## src/rtl/hitrec_pkg.sv

```systemverilog
package hitrec_pkg;
   localparam int unsigned WORD_W   = 32;
   localparam int unsigned LEN_W    = 17;
   localparam int unsigned LONG_LEN = 2;

   typedef enum logic {
      PH_HEAD = 1'b0,
      PH_BODY = 1'b1
   } phase_e;
endpackage

```

## src/rtl/hitrec_gate.sv

```systemverilog
module hitrec_gate #(
   parameter int unsigned CHAN_W = 4,
   parameter int unsigned VAL_W  = 12,
   localparam int unsigned NCHAN = 1 << CHAN_W
) (
   input  logic [CHAN_W-1:0] chan,
   input  logic [VAL_W-1:0]  value,
   input  logic [NCHAN-1:0]  chan_en,
   input  logic              drop_zero,
   output logic              pass
);
   logic online;
   logic zero_hit;

   always_comb begin
      online   = chan_en[chan];
      zero_hit = (value == '0);
      pass     = online && !(drop_zero && zero_hit);
   end
endmodule

```

## src/rtl/hitrec_encode.sv

```systemverilog
module hitrec_encode
   import hitrec_pkg::*;
#(
   parameter int unsigned CHAN_W  = 4,
   parameter int unsigned CRATE_W = 5,
   parameter int unsigned CARD_W  = 5,
   parameter int unsigned VAL_W   = 12,
   parameter int unsigned SID_W   = 5,
   parameter int unsigned LID_W   = 14,
   localparam int unsigned LOC_W  = CRATE_W + CARD_W + CHAN_W + VAL_W,
   localparam int unsigned PAD_W  = WORD_W - LOC_W
) (
   input  logic [LID_W-1:0]   modid,
   input  logic [CRATE_W-1:0] crate,
   input  logic [CARD_W-1:0]  card,
   input  logic [CHAN_W-1:0]  chan,
   input  logic [VAL_W-1:0]   value,
   input  phase_e             phase,
   output logic               need_long,
   output logic [WORD_W-1:0]  word,
   output logic               last
);
   logic [LOC_W-1:0]  locator;
   logic [WORD_W-1:0] short_word;
   logic [WORD_W-1:0] head_word;
   logic [WORD_W-1:0] body_word;

   generate
      if (LID_W > SID_W) begin : g_wide_id
         assign need_long = |modid[LID_W-1:SID_W];
      end else begin : g_narrow_id
         assign need_long = 1'b0;
      end
   endgenerate

   always_comb begin
      locator    = {crate, card, chan, value};
      short_word = {1'b1, modid[SID_W-1:0], locator};
      head_word  = {1'b0, modid, LEN_W'(LONG_LEN)};
      body_word  = {PAD_W'(0), locator};
      if (!need_long) begin
         word = short_word;
         last = 1'b1;
      end else if (phase == PH_BODY) begin
         word = body_word;
         last = 1'b1;
      end else begin
         word = head_word;
         last = 1'b0;
      end
   end
endmodule

```

## src/rtl/hitrec_seq.sv

```systemverilog
module hitrec_seq
   import hitrec_pkg::*;
(
   input  logic   clk,
   input  logic   rst_n,
   input  logic   fire,
   input  logic   last,
   output phase_e phase
);
   phase_e phase_q;

   always_ff @(posedge clk) begin
      if (!rst_n) begin
         phase_q <= PH_HEAD;
      end else if (fire) begin
         phase_q <= last ? PH_HEAD : PH_BODY;
      end
   end

   assign phase = phase_q;

   assert_body_after_head_R4: assert property (@(posedge clk) disable iff (!rst_n)
      (fire && !last) |=> (phase == PH_BODY));
endmodule

```

## src/rtl/hitrec_packer.sv

```systemverilog
module hitrec_packer
   import hitrec_pkg::*;
#(
   parameter int unsigned CHAN_W  = 4,
   parameter int unsigned CRATE_W = 5,
   parameter int unsigned CARD_W  = 5,
   parameter int unsigned VAL_W   = 12,
   parameter int unsigned SID_W   = 5,
   parameter int unsigned LID_W   = 14,
   localparam int unsigned NCHAN  = 1 << CHAN_W,
   localparam int unsigned LOC_W  = CRATE_W + CARD_W + CHAN_W + VAL_W
) (
   input  logic               clk,
   input  logic               rst_n,
   input  logic               hit_valid,
   output logic               hit_ready,
   input  logic [CHAN_W-1:0]  hit_chan,
   input  logic [CRATE_W-1:0] hit_crate,
   input  logic [CARD_W-1:0]  hit_card,
   input  logic [VAL_W-1:0]   hit_value,
   input  logic [LID_W-1:0]   cfg_modid,
   input  logic [NCHAN-1:0]   cfg_chan_en,
   input  logic               cfg_drop_zero,
   output logic               rec_valid,
   input  logic               rec_ready,
   output logic [WORD_W-1:0]  rec_data,
   output logic               rec_last
);
   generate
      if (1 + SID_W + LOC_W != WORD_W) begin : g_bad_short
         $error("short record fields must fill one word exactly");
      end
      if (1 + LID_W + LEN_W != WORD_W) begin : g_bad_head
         $error("long head fields must fill one word exactly");
      end
      if (LID_W < SID_W) begin : g_bad_id
         $error("long identifier narrower than short identifier");
      end
   endgenerate

   logic        pass;
   logic        need_long;
   logic        word_last;
   logic        fire;
   logic [WORD_W-1:0] word;
   phase_e      phase;

   hitrec_gate #(
      .CHAN_W (CHAN_W),
      .VAL_W  (VAL_W)
   ) u_gate (
      .chan      (hit_chan),
      .value     (hit_value),
      .chan_en   (cfg_chan_en),
      .drop_zero (cfg_drop_zero),
      .pass      (pass)
   );

   hitrec_encode #(
      .CHAN_W  (CHAN_W),
      .CRATE_W (CRATE_W),
      .CARD_W  (CARD_W),
      .VAL_W   (VAL_W),
      .SID_W   (SID_W),
      .LID_W   (LID_W)
   ) u_encode (
      .modid     (cfg_modid),
      .crate     (hit_crate),
      .card      (hit_card),
      .chan      (hit_chan),
      .value     (hit_value),
      .phase     (phase),
      .need_long (need_long),
      .word      (word),
      .last      (word_last)
   );

   hitrec_seq u_seq (
      .clk   (clk),
      .rst_n (rst_n),
      .fire  (fire),
      .last  (word_last),
      .phase (phase)
   );

   always_comb begin
      rec_valid = rst_n && hit_valid && pass;
      rec_data  = word;
      rec_last  = word_last;
      fire      = rec_valid && rec_ready;
      hit_ready = rst_n && hit_valid && (!pass || (rec_ready && word_last));
   end

   // Properties below take as given that the hit and configuration stay
   // constant until the hit is consumed.
   assert_hold_R7: assert property (@(posedge clk) disable iff (!rst_n)
      (rec_valid && !rec_ready) |=> (rec_valid && $stable(rec_data) && $stable(rec_last)));

   assert_back_to_back_R4: assert property (@(posedge clk) disable iff (!rst_n)
      (rec_valid && rec_ready && !rec_last) |=> (rec_valid && rec_last && !rec_data[WORD_W-1]));

   assert_short_single_R1: assert property (@(posedge clk) disable iff (!rst_n)
      (rec_valid && rec_data[WORD_W-1]) |-> rec_last);

   assert_head_len_R2: assert property (@(posedge clk) disable iff (!rst_n)
      (rec_valid && !rec_last) |-> (!rec_data[WORD_W-1] && rec_data[LEN_W-1:0] == LEN_W'(LONG_LEN)));

   assert_body_pad_R3: assert property (@(posedge clk) disable iff (!rst_n)
      (rec_valid && rec_last && !rec_data[WORD_W-1]) |-> (rec_data[WORD_W-1:LOC_W] == '0));

   assert_offline_drop_R5: assert property (@(posedge clk) disable iff (!rst_n)
      (hit_valid && !cfg_chan_en[hit_chan]) |-> (!rec_valid && hit_ready));

   assert_zero_drop_R6: assert property (@(posedge clk) disable iff (!rst_n)
      (hit_valid && cfg_drop_zero && hit_value == '0) |-> (!rec_valid && hit_ready));

   assert_accept_final_R8: assert property (@(posedge clk) disable iff (!rst_n)
      (hit_ready && rec_valid) |-> (rec_ready && rec_last));

   always_comb begin
      if (!rst_n) begin
         assert_reset_quiet_R9: assert (!rec_valid && !hit_ready);
      end
   end
endmodule

```

## config.mk

```make
export PLATFORM = sky130hd
export DESIGN_NAME = hitrec_packer
export DESIGN_NICKNAME = d
export VERILOG_FILES = /design/src/rtl/hitrec_pkg.sv /design/src/rtl/hitrec_gate.sv /design/src/rtl/hitrec_encode.sv /design/src/rtl/hitrec_seq.sv /design/src/rtl/hitrec_packer.sv
export SDC_FILE = /design/constraint.sdc
export NUM_CORES = 1
export LEC_CHECK = 0
export BUFFER_PORTS_ARGS = -buffer_cell sky130_fd_sc_hd__clkbuf_2
export CAP_MARGIN = 30
export CELL_PAD_IN_SITES_DETAIL_PLACEMENT = 0
export CELL_PAD_IN_SITES_GLOBAL_PLACEMENT = 1
export CORE_ASPECT_RATIO = 0.6
export CORE_MARGIN = 2
export CORE_UTILIZATION = 15
export CTS_CLUSTER_DIAMETER = 200
export DETAILED_ROUTE_END_ITERATION = 10
export PLACE_DENSITY_LB_ADDON = 0.1
export SYNTH_ARGS = -nofsm -noshare
export SYNTH_HDL_FRONTEND = slang
export SYNTH_SLANG_ARGS = --single-unit
```

## constraint.sdc

```tcl
create_clock -name clk -period 3.25 [get_ports clk]
set_input_delay 0.65 -clock clk [delete_from_list [all_inputs] [get_ports clk]]
set_output_delay 0.65 -clock clk [all_outputs]
set_load 0.02 [all_outputs]
```

# Yosys cells after proc, flatten, opt, wreduce, memory -nomap -nowiden
# Cells that the tools add are included.
# totals
out_inout_bits	35
romBits	0
reg_bits	1
input_bits	61
latchBits	0
elab_cells	21
memories	0
mem_bits_rw	0
# op_classes
order_cmp	1
eq_ne	0
add_sub_neg	0
shifts	0
multipliers	0
n_reduce_logical	12
div	0
mux	7
bitwise	0
# ops
cell	count
32-bit 2-to-1 mux	1
31-bit 2-to-1 mux	1
12-bit zero test	1
9-bit OR reduction	1
1-bit logical AND	7
4-bit by 5-bit less-than comparator with 1-bit output (second input constant)	1
1-bit binary-select mux with 4-bit select	1
1-bit 2-to-1 mux	4
1-bit zero test	2
1-bit logical OR	1

# Longest topological paths before layout
# depth
word_depth	7
mapped_depth	6
ltp_nobuf	4

# Cells and area by module
# Synthesis repeated with hierarchy kept, for this count alone.
# unflattened
hier_cells	74
area_unflattened_um2	589.3
# modules_own_cells
mod	area_per_inst_um2	cells_each	seq_area_each_um2	instances
hitrec_encode	347.8	46	0.0	1
hitrec_gate	177.7	20	0.0	1
hitrec_seq	33.8	3	20.0	1
hitrec_packer	30.0	5	0.0	1

# Least setup slack after synthesis
# Ideal clock, no wire load.
# synth_path
kind	input-to-output
from	input port cfg_modid[10]
to	output port hit_ready
t_arrival_ps	2460
path_buffers	0
setup_slack_ps	140
stages	4
required_time_ps	2600
path_cell_list	or4_4 > nor4_2 > o21ai_0 > a31oi_1
# synth_via
elab_chain_len	5
# synth_rtl
item	line_no	text
start: declaration	hitrec_packer.sv:21	input logic [LID_W-1:0] cfg_modid,
9-bit OR reduction	hitrec_encode.sv:30	assign need_long = |modid[LID_W-1:SID_W];
1-bit 2-to-1 mux	hitrec_encode.sv:41	if (!need_long) begin
1-bit logical AND	hitrec_packer.sv:91	hit_ready = rst_n && hit_valid && (!pass || (rec_ready && word_last));
1-bit logical OR	hitrec_packer.sv:91	
1-bit logical AND	hitrec_packer.sv:91	
end: declaration	hitrec_packer.sv:16	output logic hit_ready,
# No other way between the ends.

# Worst setup path in the final report
# layout_path
from	input port cfg_modid[10]
to	output port rec_data[25]
# layout_via
elab_chain_len	2
# layout_rtl
item	line_no	text
9-bit OR reduction	hitrec_encode.sv:30	
32-bit 2-to-1 mux	hitrec_encode.sv:41	
end: declaration	hitrec_packer.sv:26	output logic [WORD_W-1:0] rec_data,
# No other way between the ends.

==> results.txt <==
number of synthesized flops with an enable pin -> 0
sequential element share of the synthesized area -> 3.712%
post-synth top area cell -> mux4_2
Peak VDD IR -> 0.04950 mV
Post-Syn Area -> 539.3 µm²
row cnt -> 16
Yosys warning total -> 0
drt first pass iters -> 4
critical path's most frequent cell -> clkbuf_2
synthesized area per cell -> 8.988 µm²
CP Cell Sequence -> clkbuf_2 > or4_4 > o41a_1 > buf_4 > mux2_4 > clkbuf_2
routed len/inst -> 10.77 µm
Tcrit/Tclk final -> 92.18%
Max-Cap Viols -> 0
Clock Skew -> 0 ns
io pins -> 96
synth cell count leaders -> nor2b_1, mux2_2, a22o_1, mux4_2, nand2_1
Worst path top cell family by delay -> simple AND/OR/NAND/NOR gates
Setup Crit Path Kind -> in -> out
Worst-path clk slew -> 0 ns
crit path time final -> 2.996 ns
Hold Vio Cnt, Final -> 0
Non-Filler Instances -> 200
share of cells above drive strength 1 -> 73.55%
worst path required time -> 2.60 ns
Resize count post-CTS -> 0
setup_tns -> 0 ns
status -> finished, final reports clean
# nets final -> 218
vias -> 841
Worst-Skew Late Latency -> 0 ns
Synth Instances -> 60
Chip Width -> 81.41 µm
Post-CTS Setup Inserts -> 0
DRT antenna net count -> 0
gr usage total -> 9.567%
Initial Util -> 16.13%
Leak -> 0.5897 nW
overall power -> 180.5 µW
post-synthesis cell type count -> 23
FILL cells -> 372
initial antenna violation count -> 0
ant diodes -> 0
Slew Limit Fails -> 0
flip-flop count of the largest register after layout -> 1
Final setup viols -> 0
Buf/Inv on CP -> 3
crit path DAT -> 2.35 ns
Area Overhead vs Synth -> 97.91%
ys flop type -> dfxtp_1
Overflow after GRT -> 0
Fmax achieved -> 333.8 MHz
hold buffers post-CTS -> 0
async set-reset flop share out of synthesis -> 0%
vias in the first global route -> 760
core area -> 3343 µm²
flops & latches, synth -> 1
die area -> 4106 µm²
Hold Slack -> 0.4683 ns
Vert. Die Dim -> 50.45 µm
count leader, synth -> nor2b_1
first-pass GRT wire length -> 3.201 mm
drt initial violations -> 10
wirelength, routed -> 2.154 mm
Critical Path Max Stage Delay -> 0.54 ns
Residual DRC -> 0
DR vias/cell -> 4.205
Synth area leaders -> mux4_2, nor2b_1, mux2_2
Worst Path Max Fanout -> 18
min-delay worst type -> reg -> reg
Post-DP Area -> 1067 µm²
endpoint type of the worst setup path -> output pin
Port Buffers -> 95
Least-Margin Pin Slew -> 0.3207 ns
placed instance count -> 200
pwr dens -> 169.1 nW/µm²
Critical-path top delay cell -> or4_4
RSZ-0062 raised after global routing -> false
cell area after layout -> 1067 µm²
Mapped Nets -> 121
worst rel slew slack -> 78.32%
Post-DP HPWL -> 2.025 mm
startpoint types -> primary input
Final Wtd Congestion -> 0.7098
largest net degree at the start of global routing -> 19
Yosys top cell area share -> 20.88%
metrics by stage:
stage          setup slack (ns)  util, %
2_1_floorplan            0.1400        -
3_3_place_gp             0.2690    31.92
3_5_place_dp             0.2513    31.92
4_1_cts                  0.2439    31.92
5_1_grt                  0.1911    31.92
6_report                 0.2542    31.92
path summary, 6_finish.rpt:
| check | startpoint | endpoint | slack, ns | cells past startpoint |
|---|---|---|---|---|
| worst max-delay path | cfg_modid[10] | rec_data[25] | 0.25 | 6 |
| worst min-delay path | u_seq.phase$_SDFFE_PN0P_ | u_seq.phase$_SDFFE_PN0P_ | 0.47 | 2 |
| worst max register to register | u_seq.phase$_SDFFE_PN0P_ | u_seq.phase$_SDFFE_PN0P_ | 2.14 | 5 |
| worst min register to register | u_seq.phase$_SDFFE_PN0P_ | u_seq.phase$_SDFFE_PN0P_ | 0.47 | 2 |
cells in the final DEF (no fill, tap or decap), types with 2 or more instances in the layout:
cell | synthesis | routed
nand2_1 | 4 | 4
clkbuf_2 | 0 | 95
a22o_1 | 5 | 5
mux2_2 | 8 | 8
nor2b_1 | 16 | 16
nor2_1 | 2 | 2
buf_4 | 0 | 3
inv_1 | 2 | 2
nand4_1 | 2 | 2
mux4_2 | 5 | 5
metal layers:
metal,vias up,track usage [%],part of all wire [%]
li1,423,-,-
met1,375,12.69,43
met2,43,17.62,46
met3,0,1.079,10
met4,0,0,0
met5,-,0,0
where the power goes:
group | total (mW) | switching [mW] | internal (mW)
combinational | 0.166 | 0.0853 | 0.0810
sequential | 0.0142 | 0.000632 | 0.0136
clock | 0 | 0 | 0
total | 0.180 | 0.0859 | 0.0946
tightest hold or removal path: cells and delay by family (launching register included):
family,cells,cell delay [ns]
flops,1,0.30
mux,1,0.06
simple gates,1,0.05
layout make-up:
type	instances	area (µm²)	share of cell area, %
multi-input combinational	54	485.5	45.49
sequential	1	20.02	1.876
inverter	2	7.507	0.7034
tap	45	56.30	5.276
timing repair buffer	98	498.0	46.66
kinds of logic (layout without fill, tap and decap cells):
logic type | after synthesis | after routing | synth area share, %
and+or+nand+nor | 31 | 31 | 35.50
muxes | 15 | 15 | 42.23
AOI/OAI and AO/OA | 8 | 8 | 12.30
buffers and inverters | 5 | 100 | 6.264
DFF | 1 | 1 | 3.712
Power figures use the tool's default switching activity.
